File: src/rtl/wake_pin_detect.sv
module wake_pin_detect #(
  parameter int                   NUM_SLOTS   = 7,
  parameter logic [NUM_SLOTS-1:0] IMPL_MASK   = 7'b101_1111,
  parameter int                   NUM_INT     = 3,
  parameter int                   SYNC_STAGES = 2
) (
  input  logic                 clk,
  input  logic                 rst_n,
  input  logic [NUM_SLOTS-1:0] pin_i,
  input  logic [NUM_SLOTS-1:0] pin_en_i,
  input  logic [NUM_SLOTS-1:0] pin_pol_i,
  input  logic                 clr_wr_i,
  input  logic [NUM_SLOTS-1:0] clr_mask_i,
  input  logic [NUM_INT-1:0]   int_src_i,
  input  logic                 int_en_i,
  output logic [NUM_SLOTS-1:0] pin_flag_o,
  output logic                 int_flag_o,
  output logic                 wake_req_o
);

  localparam int                 PRIME_W    = $clog2(SYNC_STAGES + 2);
  localparam logic [PRIME_W-1:0] PRIME_DONE = PRIME_W'(SYNC_STAGES + 1);

  logic [NUM_SLOTS-1:0] sync_q [SYNC_STAGES];
  logic [NUM_SLOTS-1:0] prev_q;
  logic [NUM_SLOTS-1:0] flag_q;
  logic [PRIME_W-1:0]   prime_q;
  logic                 int_q;

  logic [NUM_SLOTS-1:0] lvl, rise, fall, evt, clr_vec;
  logic                 armed;

  always_ff @(posedge clk or negedge rst_n) begin
    if (!rst_n) begin
      for (int s = 0; s < SYNC_STAGES; s++) sync_q[s] <= '0;
      prev_q <= '0;
    end else begin
      sync_q[0] <= pin_i;
      for (int s = 1; s < SYNC_STAGES; s++) sync_q[s] <= sync_q[s-1];
      prev_q <= lvl;
    end
  end

  always_ff @(posedge clk or negedge rst_n) begin
    if (!rst_n)       prime_q <= '0;
    else if (!armed)  prime_q <= prime_q + 1'b1;
  end

  assign lvl     = sync_q[SYNC_STAGES-1];
  assign armed   = (prime_q == PRIME_DONE);
  assign rise    = lvl & ~prev_q;
  assign fall    = ~lvl & prev_q;
  assign evt     = armed ? (((rise & ~pin_pol_i) | (fall & pin_pol_i)) & pin_en_i & IMPL_MASK) : '0;
  assign clr_vec = clr_wr_i ? clr_mask_i : '0;

  always_ff @(posedge clk or negedge rst_n) begin
    if (!rst_n) begin
      flag_q <= '0;
      int_q  <= 1'b0;
    end else begin
      flag_q <= (flag_q & ~clr_vec) | evt;
      int_q  <= int_en_i & (|int_src_i);
    end
  end

  assign pin_flag_o = flag_q;
  assign int_flag_o = int_q;
  assign wake_req_o = (|flag_q) | int_q;

  AST_CLEAR_TAKES: assert property (@(posedge clk) disable iff (!rst_n)
    1'b1 |=> ((pin_flag_o & $past(clr_vec & ~evt)) == '0));

  AST_FLAG_STICKY: assert property (@(posedge clk) disable iff (!rst_n)
    1'b1 |=> ((~pin_flag_o & $past(pin_flag_o & ~clr_vec)) == '0));

  AST_DISABLED_NO_SET: assert property (@(posedge clk) disable iff (!rst_n)
    1'b1 |=> ((pin_flag_o & ~$past(pin_flag_o) & ~$past(pin_en_i)) == '0));

  AST_SET_WINS: assert property (@(posedge clk) disable iff (!rst_n)
    1'b1 |=> ((~pin_flag_o & $past(evt)) == '0));

  AST_INT_SET: assert property (@(posedge clk) disable iff (!rst_n)
    (int_en_i && (|int_src_i)) |=> int_flag_o);

  AST_INT_DROP: assert property (@(posedge clk) disable iff (!rst_n)
    (!int_en_i || (int_src_i == '0)) |=> !int_flag_o);

endmodule

File: config.mk
export PLATFORM = sky130hd
export DESIGN_NAME = wake_pin_detect
export DESIGN_NICKNAME = d
export VERILOG_FILES = /design/src/rtl/wake_pin_detect.sv
export SDC_FILE = /design/constraint.sdc
export NUM_CORES = 1
export LEC_CHECK = 0
export BUFFER_PORTS_ARGS = -buffer_cell sky130_fd_sc_hd__buf_4
export CAP_MARGIN = 20
export CORE_MARGIN = 2
export CORE_UTILIZATION = 48
export CTS_CLUSTER_SIZE = 28
export DETAILED_ROUTE_END_ITERATION = 8
export GPL_TIMING_DRIVEN = 1
export PLACE_DENSITY = 0.93
export SYNTH_ARGS = -nofsm -noshare
export SYNTH_HDL_FRONTEND = slang
export SYNTH_SLANG_ARGS = --single-unit
File: constraint.sdc
create_clock -name clk -period 1.9 [get_ports clk]
set_input_delay 0.19 -clock clk [delete_from_list [all_inputs] [get_ports clk]]
set_output_delay 0.19 -clock clk [all_outputs]
set_load 0.02 [all_outputs]
After elaboration in Yosys (flattened, before gate mapping)
Index checks and enable logic that the tools add are counted.
{ "word_totals": {"register_bits": 31, "out_inout_bits": 9, "word_cells": 26} }
{ "classes": {"n_addsub": 1, "eq_ne": 1, "muxes": 2, "bitwise_logic": 14, "reduce_logical": 2} }
{ "op_table": {"columns": ["operator", "n"], "rows": [
  ["$and A7 B7 Y7", 6],
  ["$not A7 Y7", 4],
  ["$mux W7", 2],
  ["$or A7 B7 Y7", 2],
  ["$reduce_or A7 Y1", 1],
  ["$reduce_or A3 Y1", 1],
  ["$add A2 B1 Y2 const B", 1],
  ["$eq A2 B2 Y1 const B", 1],
  ["$and A1 B1 Y1", 1],
  ["$or A1 B1 Y1", 1]
]} }

Longest topological paths before layout
{ "logic_depth": {"ltp_word": 7, "mapped_depth": 3, "ltp_nobuf": 3} }

Worst setup path after synthesis
No wires, ideal clock.
{ "synth_timing": {"path_kind": "flip-flop to flip-flop", "startpoint": "reg prime_q[0]", "endpoint": "reg prime_q[1]", "arrival_time_ps": 980, "setup_slack_ps": 795, "stages_incl_launch_ff": 4, "cell_sequence": "dfrtp_1 -> ha_1 -> buf_6 -> mux2_4"} }
{ "synth_between": {"elab_chain_len": 1, "word_cells_on_any_way": 2, "cone_classes": "add/sub: 1; eq/ne: 1"} }
{ "synth_lines": {"columns": ["item", "line_no", "source"], "rows": [
  ["from (decl)", "27", "logic [PRIME_W-1:0] prime_q;"],
  ["from (signal assigned)", "46", "else if (!armed) prime_q <= prime_q + 1'b1;"],
  ["$add A2 B1 Y2 or $eq A2 B2 Y1 (tied branches)", "46, 50", null]
]} }
Parallel ways exist; a longest one is shown, timed or not.
A chain may end at the register's enable or synchronous reset.

Final worst setup path
{ "layout_timing": {"startpoint": "reg flag_q[0] (netlist: pin_flag_o[0])", "endpoint": "out wake_req_o"} }
{ "layout_between": {"elab_chain_len": 2} }
{ "layout_lines": {"columns": ["item", "line_no", "source"], "rows": [
  ["from (decl)", "26", "logic [NUM_SLOTS-1:0] flag_q;"],
  ["from (signal assigned)", "61", "flag_q <= (flag_q & ~clr_vec) | evt;"],
  ["$reduce_or A7 Y1", "68", "assign wake_req_o = (|flag_q) | int_q;"],
  ["$or A1 B1 Y1", "68", null],
  ["to (decl)", "18", "output logic wake_req_o"]
]} }
No other way between the ends.

==> impl_metrics.ini <==
[sta]
slew_headroom_pct = 74.36
slew_violations = 0
hold_viol_final = 0
max_slew.worst_pin.slew_ns = 0.3846
tns_ns = 0
fin_crit_sh_pct = 83.83
setup_viol_count_final = 0
max_freq_ghz = 0.6278
rsz0062_at_grt = false
finalCriticalPeriod_ns = 1.593
clock-skew-final_ns = 0.004879

[clocking]
clock_sinks = 28
clockBufferDepth = 2
cts_buffers = 3
cts_tree = yes
htreeDepth = 1
worstSkewPairLatency_ns = 0.32
cts_setup_buffers = 0
cts-root-buf = clkbuf_4
clk_pin_slew_ns = 0.14

[global_routing]
track_usage_pct = 20.28
grt.overflow.total = 0
top_usage_layer = met2
met1_usage_pct = 23.11
grt_use_met2_pct = 37.21
grt_max_degree = 29
grt_pass1_wl_um = 3546
grt_pass1_vias = 794
grt.met3_usage_pct = 4.601
antenna_found_initial = 0

[finish]
final_common_cell = buf_4
fin_nets = 154
instances_no_fill = 144
area_delta_synth_final_pct = 46.23
antenna_cells = 0
layout_common_cells = buf_4, dfrtp_1, nand2_1
drive_gt1_share_pct = 38.46

[routing]
wl_um = 2113
first_iter_violations = 7
wl_per_cell_um = 14.67
via_count = 739
drt-pass1-iter-count = 4
drc = 0
avgViaCountPerCell = 5.132
final_antenna_net_count = 0

[die]
start_util_pct = 50.13
ios = 44
row_count = 16
die_y_um = 48.80
die_w_um = 48.80
dieArea_um2 = 2381
coreArea_um2 = 1922

[critical_path]
cp-start-kind = register
slowest_stage = dfrtp_1
r2r_end = prime_q[1]
worst-setup-path-type = reg2out
reg2reg_from = prime_q[0]
crit_path_end_kind = primary output
crit_fanout = 3
worstPathArrival_ns = 1.40
r2r_cells = 2
slowest_delay_ns = 0.44
path_cells = nor4_1 -> nand2_1 -> buf_4
r2r_slack_ns = 0.66
required_ns = 1.71

[power]
power_density_nw_per_um2 = 862.8
peakVddDrop_uv = 684.3
p_leak_nw = 0.6656

[hold_path]
hold_class = in2reg
hold_end = pin_flag_o[5]
whs_path_depth = 2
worstHoldStart = clr_mask_i[5]

[logic_synthesis]
yosysWarnings = 0
syn_inst = 67
ys_seq_elements = 28
syn_nets = 103
yosysTopAreaCellShare_pct = 72.73
ys_seq_area_share_pct = 72.73
syn-cell-area_um2 = 963.4
yosys-top-cells-area = dfrtp_1, a32o_1, nand2_1
synth.largest_area_cell = dfrtp_1
synth.avg_cell_area_um2 = 14.38
synth_cell_types = 14

[flow_run]
drv_cap = 0

[status]
status = complete, no violations

[place]
dp_cells = 133
portBuffers = 40
gp_congestion = 0.7078
## cell families (layout without fill, tap and decap cells)
kind of cell | Yosys count | after routing | synth area share (%)
compound gates | 14 | 14 | 11.69
xor+xnor | 1 | 1 | 0.9093
fa+ha+maj | 1 | 1 | 1.298
buf+inv | 1 | 51 | 1.169
flops | 28 | 28 | 72.73
mux | 1 | 1 | 1.558
simple gates | 21 | 21 | 10.65
## critical path: cells and delay by family (launching register included)
family | cells | cell delay, ns
simple gates | 2 | 0.47
flops | 1 | 0.44
buf+inv | 1 | 0.18
## cells in the mapped netlist
cell       n
buf_6      1
dfrtp_1   28
nand2_1   12
xnor2_1    1
o22ai_1    5
a21boi_0   1
o31a_1     1
mux2_4     1
nand3b_1   1
o21ai_1    1
ha_1       1
nor4_1     2
nand2b_1   6
a32o_1     6
## where the power goes
group | leakage [nW] | switching, mW | total [mW] | internal, mW
clock | 0.0279 | 0.163 | 0.376 | 0.213
sequential | 0.328 | 0.0267 | 0.661 | 0.635
combinational | 0.310 | 0.0762 | 0.178 | 0.102
total | 0.666 | 0.266 | 1.22 | 0.950
## stage by stage
step / setup WS [ns] / total power [mW] / util (%) / cell area (um2) / hold WS, ns
floorplan: 0.7952 / 0.7299 / - / 963.4 / -0.1056
global placement: 0.7310 / 0.8320 / 66.93 / 1286 / 0.1145
finish: 0.3072 / 1.216 / 73.31 / 1409 / 0.04828
detailed placement: 0.7027 / 0.8395 / 66.93 / 1286 / 0.1189
CTS: 0.3525 / 1.222 / 73.31 / 1409 / 0.05063
global route: 0.2373 / 1.268 / 73.31 / 1409 / 0.04667
## what timing repair did
item | in CTS | in global routing
endpoints found under the hold margin | 34 | 0
hold buffers | 7 | 0
resized for setup | 0 | 0
## worst max path at each step
stage / start / end / slack, ns / depth (start not counted)
final: pin_flag_o[0] / wake_req_o / 0.31 / 3
after detailed placement: prime_q[0] / prime_q[1] / 0.70 / 2
after global placement: pin_flag_o[5] / wake_req_o / 0.73 / 3
after CTS: pin_flag_o[5] / wake_req_o / 0.35 / 3
after global routing: pin_flag_o[0] / wake_req_o / 0.24 / 3
after floorplan: prime_q[0] / prime_q[1] / 0.80 / 3
## registers in the layout, indices dropped and copies added (netlist names)
signal and count:
sync_q 6, prev_q 6, pin_flag_o 7, prime_q 2
int_flag_o 1, lvl 6
## per-layer routing
metal	routed length, um	part of all wire, %
met1	793	38
met3	147	7.0
met2	1159	55
met5	0	0
met4	12	0.57
## cell type report
type,instances,area [um2]
Clock buffer,3,22.52
Multi-Input combinational cell,38,251.5
Sequential cell,28,700.7
Clock inverter,1,30.03
Timing Repair Buffer,47,370.4
Tap cell,27,33.78
Fill cell,139,513.0
Note: power is estimated with default switching activity, not from simulation.
